### src/rtl/rfs_pkg.sv
package rfs_pkg;

    // Divide ratios selected by the reset-time straps
    localparam int DIV_CODE0 = 2;
    localparam int DIV_CODE1 = 3;
    localparam int DIV_CODE2 = 4;
    localparam int DIV_MAX   = 4;
    localparam int DIV_W     = $clog2(DIV_MAX + 1);

    typedef logic [DIV_W-1:0] div_t;

    // Reserved code 11 falls back to the slowest ratio
    function automatic div_t strap_to_div(input logic [1:0] code);
        case (code)
            2'b00:   return div_t'(DIV_CODE0);
            2'b01:   return div_t'(DIV_CODE1);
            default: return div_t'(DIV_CODE2);
        endcase
    endfunction

endpackage

### src/rtl/rfs_clk_div.sv
module rfs_clk_div
    import rfs_pkg::*;
(
    input  logic       clk,
    input  logic       rst_n,
    input  logic [1:0] strap,
    output logic       tick
);

    typedef struct packed {
        logic [1:0] code;
        div_t       cnt;
    } div_state_t;

    div_state_t div_d, div_q;
    div_t       limit;

    always_comb begin
        div_d = div_q;
        limit = strap_to_div(div_q.code);
        tick  = 1'b0;
        if (!rst_n) begin
            div_d.code = strap;
            div_d.cnt  = '0;
        end else if (div_q.cnt == limit - div_t'(1)) begin
            div_d.cnt = '0;
            tick      = 1'b1;
        end else begin
            div_d.cnt = div_q.cnt + div_t'(1);
        end
    end

    always_ff @(posedge clk) begin
        div_q <= div_d;
    end

    AST_STRAP_FROZEN: assert property (@(posedge clk) disable iff (!rst_n)
        $past(rst_n) |-> $stable(div_q.code));
    AST_DIV_RANGE: assert property (@(posedge clk) disable iff (!rst_n)
        $past(rst_n) |-> div_q.cnt < limit);

endmodule

### src/rtl/rfs_dc_comp.sv
module rfs_dc_comp #(
    parameter int WIN_TICKS  = 120,
    parameter int PWM_PERIOD = 8,
    parameter int PWM_LOW    = 1
) (
    input  logic clk,
    input  logic rst_n,
    input  logic tick,
    input  logic corr,
    output logic hold_n,
    output logic pulse_n,
    output logic pwm_n
);

    localparam int CW = $clog2(WIN_TICKS + 1);
    localparam int PW = (PWM_PERIOD > 1) ? $clog2(PWM_PERIOD) : 1;
    localparam int LOW_START = PWM_PERIOD - PWM_LOW;

    typedef struct packed {
        logic          act;
        logic [CW-1:0] cnt;
        logic [PW-1:0] ph;
        logic          hold_n;
        logic          pulse_n;
        logic          pwm_n;
    } dc_state_t;

    dc_state_t     dc_d, dc_q;
    logic [CW-1:0] pos;

    always_comb begin
        dc_d = dc_q;
        pos  = dc_q.act ? dc_q.cnt : '0;
        if (!rst_n) begin
            dc_d = '{act: 1'b0, cnt: '0, ph: '0, hold_n: 1'b1, pulse_n: 1'b1, pwm_n: 1'b1};
        end else if (tick) begin
            if (corr) begin
                dc_d.act    = 1'b1;
                dc_d.hold_n = 1'b0;
                if (pos < CW'(WIN_TICKS)) begin
                    dc_d.pulse_n = 1'b0;
                    dc_d.pwm_n   = 1'b0;
                    dc_d.ph      = '0;
                    dc_d.cnt     = pos + CW'(1);
                end else begin
                    dc_d.pulse_n = 1'b1;
                    dc_d.pwm_n   = !(dc_q.ph >= PW'(LOW_START));
                    dc_d.ph      = (dc_q.ph == PW'(PWM_PERIOD - 1)) ? '0 : dc_q.ph + PW'(1);
                    dc_d.cnt     = pos;
                end
            end else begin
                dc_d = '{act: 1'b0, cnt: '0, ph: '0, hold_n: 1'b1, pulse_n: 1'b1, pwm_n: 1'b1};
            end
        end
    end

    always_ff @(posedge clk) begin
        dc_q <= dc_d;
    end

    assign hold_n  = dc_q.hold_n;
    assign pulse_n = dc_q.pulse_n;
    assign pwm_n   = dc_q.pwm_n;

    AST_HOLD_FOLLOWS: assert property (@(posedge clk) disable iff (!rst_n)
        tick && corr |=> !hold_n);
    AST_PULSE_IN_HOLD: assert property (@(posedge clk) disable iff (!rst_n)
        !pulse_n |-> !hold_n);
    AST_WIN_SATURATES: assert property (@(posedge clk) disable iff (!rst_n)
        dc_q.cnt <= CW'(WIN_TICKS));
    AST_PWM_IN_WINDOW: assert property (@(posedge clk) disable iff (!rst_n)
        !pulse_n |-> !pwm_n);
    AST_DROP_RELEASES: assert property (@(posedge clk) disable iff (!rst_n)
        tick && !corr |=> hold_n && pulse_n && pwm_n);

endmodule

### src/rtl/rfs_ctrl.sv
module rfs_ctrl (
    input  logic clk,
    input  logic rst_n,
    input  logic tick,
    input  logic idle,
    input  logic tx,
    input  logic rx,
    input  logic open_rx,
    input  logic hi_pwr,
    output logic radio_on_n,
    output logic tx_on_n,
    output logic rx_on_n,
    output logic pll_open_n,
    output logic ant_a,
    output logic ant_b,
    output logic pa_on,
    output logic ref_clk
);

    typedef struct packed {
        logic radio_on_n;
        logic tx_on_n;
        logic rx_on_n;
        logic pll_open_n;
        logic ant_a;
        logic ant_b;
        logic pa_on;
        logic ref_clk;
    } ctl_state_t;

    localparam ctl_state_t CTL_IDLE = '{radio_on_n: 1'b1, tx_on_n: 1'b1, rx_on_n: 1'b1,
                                        pll_open_n: 1'b0, ant_a: 1'b0, ant_b: 1'b1,
                                        pa_on: 1'b0, ref_clk: 1'b0};

    ctl_state_t ctl_d, ctl_q;
    logic       active, tx_act, rx_act;

    always_comb begin
        ctl_d  = ctl_q;
        active = !idle;
        tx_act = active && tx;
        rx_act = active && rx && !tx;
        if (!rst_n) begin
            ctl_d = CTL_IDLE;
        end else if (tick) begin
            ctl_d.radio_on_n = !active;
            ctl_d.tx_on_n    = !tx_act;
            ctl_d.rx_on_n    = !rx_act;
            ctl_d.pll_open_n = !(idle || tx_act || (rx_act && open_rx));
            ctl_d.ant_a      = tx_act;
            ctl_d.ant_b      = !tx_act;
            ctl_d.pa_on      = tx_act && hi_pwr;
            ctl_d.ref_clk    = active ? !ctl_q.ref_clk : 1'b0;
        end
    end

    always_ff @(posedge clk) begin
        ctl_q <= ctl_d;
    end

    assign radio_on_n = ctl_q.radio_on_n;
    assign tx_on_n    = ctl_q.tx_on_n;
    assign rx_on_n    = ctl_q.rx_on_n;
    assign pll_open_n = ctl_q.pll_open_n;
    assign ant_a      = ctl_q.ant_a;
    assign ant_b      = ctl_q.ant_b;
    assign pa_on      = ctl_q.pa_on;
    assign ref_clk    = ctl_q.ref_clk;

    AST_IDLE_QUIET: assert property (@(posedge clk) disable iff (!rst_n)
        radio_on_n |-> tx_on_n && rx_on_n && !pll_open_n);
    AST_TX_RX_EXCL: assert property (@(posedge clk) disable iff (!rst_n)
        !(!tx_on_n && !rx_on_n));
    AST_TX_LOOP_OPEN: assert property (@(posedge clk) disable iff (!rst_n)
        !tx_on_n |-> !pll_open_n);
    AST_PA_ON_TX: assert property (@(posedge clk) disable iff (!rst_n)
        pa_on |-> !tx_on_n && ant_a);
    AST_ANT_SPLIT: assert property (@(posedge clk) disable iff (!rst_n)
        ant_a != ant_b);
    AST_REF_GATED: assert property (@(posedge clk) disable iff (!rst_n)
        radio_on_n |-> !ref_clk);

endmodule

### src/rtl/rf_front_seq.sv
module rf_front_seq #(
    parameter int WIN_TICKS  = 120,
    parameter int PWM_PERIOD = 8,
    parameter int PWM_LOW    = 1
) (
    input  logic       clk_xtal,
    input  logic       rst_n,
    input  logic [1:0] strap_in,
    input  logic       mode_idle,
    input  logic       frame_tx,
    input  logic       frame_rx,
    input  logic       corr_phase,
    input  logic       pll_open_rx_cfg,
    input  logic       high_power,
    output logic       radio_on_n,
    output logic       tx_on_n,
    output logic       rx_on_n,
    output logic       pll_open_n,
    output logic       ant_sw_a,
    output logic       ant_sw_b,
    output logic       pa_on,
    output logic       dc_hold_n,
    output logic       dc_pulse_n,
    output logic       dc_pwm_n,
    output logic       ref_clk_out
);

    logic base_tick;
    logic corr_eff;

    assign corr_eff = corr_phase && !mode_idle;

    rfs_clk_div i_div (
        .clk   (clk_xtal),
        .rst_n (rst_n),
        .strap (strap_in),
        .tick  (base_tick)
    );

    rfs_ctrl i_ctrl (
        .clk        (clk_xtal),
        .rst_n      (rst_n),
        .tick       (base_tick),
        .idle       (mode_idle),
        .tx         (frame_tx),
        .rx         (frame_rx),
        .open_rx    (pll_open_rx_cfg),
        .hi_pwr     (high_power),
        .radio_on_n (radio_on_n),
        .tx_on_n    (tx_on_n),
        .rx_on_n    (rx_on_n),
        .pll_open_n (pll_open_n),
        .ant_a      (ant_sw_a),
        .ant_b      (ant_sw_b),
        .pa_on      (pa_on),
        .ref_clk    (ref_clk_out)
    );

    rfs_dc_comp #(
        .WIN_TICKS  (WIN_TICKS),
        .PWM_PERIOD (PWM_PERIOD),
        .PWM_LOW    (PWM_LOW)
    ) i_dc (
        .clk     (clk_xtal),
        .rst_n   (rst_n),
        .tick    (base_tick),
        .corr    (corr_eff),
        .hold_n  (dc_hold_n),
        .pulse_n (dc_pulse_n),
        .pwm_n   (dc_pwm_n)
    );

endmodule

### config.mk
export PLATFORM = sky130hd
export DESIGN_NAME = rf_front_seq
export DESIGN_NICKNAME = d
export VERILOG_FILES = /design/src/rtl/rfs_pkg.sv /design/src/rtl/rfs_clk_div.sv /design/src/rtl/rfs_dc_comp.sv /design/src/rtl/rfs_ctrl.sv /design/src/rtl/rf_front_seq.sv
export SDC_FILE = /design/constraint.sdc
export NUM_CORES = 1
export LEC_CHECK = 0
export ABC_AREA = 1
export ABC_CLOCK_PERIOD_IN_PS = 2400
export BUFFER_PORTS_ARGS = -buffer_cell sky130_fd_sc_hd__buf_4
export CAP_MARGIN = 20
export CORE_ASPECT_RATIO = 0.9
export CORE_MARGIN = 4
export CORE_UTILIZATION = 45
export CTS_CLUSTER_DIAMETER = 80
export DETAILED_ROUTE_END_ITERATION = 10
export GPL_ROUTABILITY_DRIVEN = 0
export PLACE_DENSITY = 0.66
export SLEW_MARGIN = 20
export SYNTH_ARGS = -nofsm -noshare
export SYNTH_HDL_FRONTEND = slang
export SYNTH_HIERARCHICAL = 1
export SYNTH_SLANG_ARGS = --single-unit
### constraint.sdc
create_clock -name clk_xtal -period 2.4 [get_ports clk_xtal]
set_input_delay 0.48 -clock clk_xtal [delete_from_list [all_inputs] [get_ports clk_xtal]]
set_output_delay 0.48 -clock clk_xtal [all_outputs]
set_load 0.05 [all_outputs]
==> run metrics <==
Register Area=541 µm²; hold depth=1; Crit. End Element=flip-flop; wire per inst=11.2 µm; largest net degree at the start of global routing=15; Setup Fix Bufs, Post-CTS=0; CTS Buf Count=3; worst hold path type=input port to flip-flop; Worst-path clk slew=0.13 ns; clock sink count=26; Reg2Reg Depth=11; syn nets=181; Max Clock Freq=539 MHz; Critical Path AT=2.11 ns; setup_tns=0 ns; Core Rows=17; Max Slew Vio Count=0; hold path endpoint=i_div/div_q[3]; final hold violation count=0; synthesis-stage register bit count=26; # fillers=234; Post-Place Worst Slack=0.555 ns; Setup crit start kind=flip-flop; run status=finished clean; layout cells sized above 1=0.191; Slew HR=0.759; routed wl met3=127 µm; die area=3660 µm²; RSZ-0062 raised after global routing=false; core area=2530 µm²; biggest registers after layout=i_dc/dc_q x11, i_div/div_q x5; Longest Clk Path Bufs=2; WL met2=1.13 mm; via density per instance=4.96; antenna violations before repair=0; M1 wire length=1.14 mm; htree depth=1; Mapped Cells=167; area share of the largest cell type after synthesis=0.388; top layer in use=met4; CTS Hold Buffers Added=0; DIE HEIGHT=57.8 µm; EDFF count, synth=2; Vias=1,071; P_leak=0.683 nW; HP Start=strap_in[0]; final setup fails=0; GRT Util Overall=0.138; CP Data Required Time=2.66 ns; Setup WS post-layout=0.545 ns; final clock skew=0.00644 ns; antenna-violating nets left=0; initial core utilization=0.489; Worst R2R End=i_dc/dc_q[11]; Pwr per Cell Area=632 nW/µm²; Crit Path Max Fanout=7; post-route clock period utilization=0.773; Period minus WS final=1.86 ns; first-pass GRT wire length=4.06 mm; CP Class=flip-flop to flip-flop; vias in the first global route=952; distinct cell type count after synthesis=29; Syn-to-layout area delta=16.1%; total wire length=2.42 mm; max-cap viol count=0; Worst R2R Start=i_div/div_q[4]; final net count=203; max reg flops=11; Reg with most FFs=i_dc/dc_q; Clock Latency Late Sink=0.32 ns; DP HPWL=1.85 mm; VDD IR-drop max=0.461 mV; worst-case register-to-register setup slack=0.54 ns; largest area contributor in the netlist=dfxtp_1; I/O Buffers=20; post-synthesis sequential area ratio=0.436; Multi-input gate area=586 µm²; Die X=63.3 µm; Hold WS=0.333 ns; cell area after synthesis=1240 µm²; Mean Syn Cell Area=7.42 µm²; largest cells by area after synthesis=dfxtp_1, nand2_1, a21oi_1; First DRT Iteration DRCs=47; CTS tree=built; Least-Margin Pin Slew=0.361 ns; drc violations=0; Main synth FF type=dfxtp_1; final antenna diode count=0; Root Driver=clkbuf_4; Overflow after GRT=0; Synth Warn #=6; fraction of registers with async set/reset=0; 1st-pass router iterations=4; cts repair resizes=0; I/O pin total=21
## worst max-delay path, cell delays in order (launching register included)
cell,delay (ns)
edfxtp_1,0.38
inv_1,0.08
nand2_1,0.07
a21oi_1,0.17
nand2_2,0.09
nor2_1,0.27
nand2_1,0.25
inv_2,0.20
nand2_4,0.08
nand2_1,0.06
inv_1,0.04
a21oi_1,0.12
## worst max path at each step
stage	startpoint	end	slack [ns]	cells past startpoint
final	i_div/div_q[4]	i_dc/dc_q[11]	0.54	11
after global routing	i_div/div_q[4]	i_dc/dc_q[11]	0.30	11
after floorplan	i_div/div_q[3]	i_dc/dc_q[11]	0.77	10
after detailed placement	rst_n	i_dc/dc_q[5]	0.55	9
after CTS	i_div/div_q[4]	i_dc/dc_q[5]	0.54	11
after global placement	rst_n	i_dc/dc_q[11]	0.70	9
## synth_stat cells, types with 2 or more instances
cell type  instances
inv_1             16
nand2_2            3
a21oi_1           17
nor2_1            11
ha_1               4
dfxtp_1           24
o21ai_0            3
nand4_1            2
edfxtp_1           2
inv_2              2
buf_4              2
nand2_1           51
o21ai_1            6
nand3_1            9
## per-stage QoR
step | cell area (µm²) | utilization | total power, W | cells
after floorplan | 1240 | - | 0.000647 | 167
after global placement | 1400 | 0.554 | 0.000699 | 212
after detailed placement | 1400 | 0.554 | 0.000704 | 212
after CTS | 1440 | 0.568 | 0.000922 | 216
after global routing | 1440 | 0.568 | 0.000967 | 216
final | 1440 | 0.568 | 0.000909 | 216
## cells in the final DEF (no fill, tap or decap), drive strengths merged, types with 4 or more instances in the layout
master	synthesis	routed
nand2	55	55
dfxtp	24	24
buf	3	21
inv	19	19
a21oi	17	17
nor2	13	13
nand3	10	10
o21ai	9	9
ha	4	4
clkbuf	1	4
## report_power, final
part | switching [W] | internal (W) | leakage [nW]
Combinational | 0.000137 | 0.0000682 | 0.448
Clock | 0.000123 | 0.0000928 | 0.0210
Sequential | 0.0000203 | 0.000467 | 0.214
Total | 0.000281 | 0.000628 | 0.683
## cell type report
| cell class | count | area share |
|---|---|---|
| Multi-Input combinational cell | 116 | 0.407 |
| Sequential cell | 26 | 0.376 |
| Timing Repair Buffer | 21 | 0.110 |
| Inverter | 21 | 0.0574 |
| Clock buffer | 4 | 0.0252 |
| Tap cell | 28 | 0.0244 |
## metal layers
| metal | vias up | global-route usage |
|---|---|---|
| met5 | - | 0 |
| li1 | 581 | - |
| met3 | 2 | 0.0426 |
| met4 | 0 | 0.0492 |
| met2 | 21 | 0.221 |
| met1 | 467 | 0.178 |
## cell families (layout without fill, tap and decap cells)
logic type,after synthesis,after routing,share of synthesized area
flops,26,26,0.436
xor+xnor,2,2,0.0141
compound gates,28,28,0.115
fa+ha+maj,4,4,0.0404
buf+inv,25,46,0.0909
simple gates,82,82,0.303
Power figures use the tool's default switching activity.
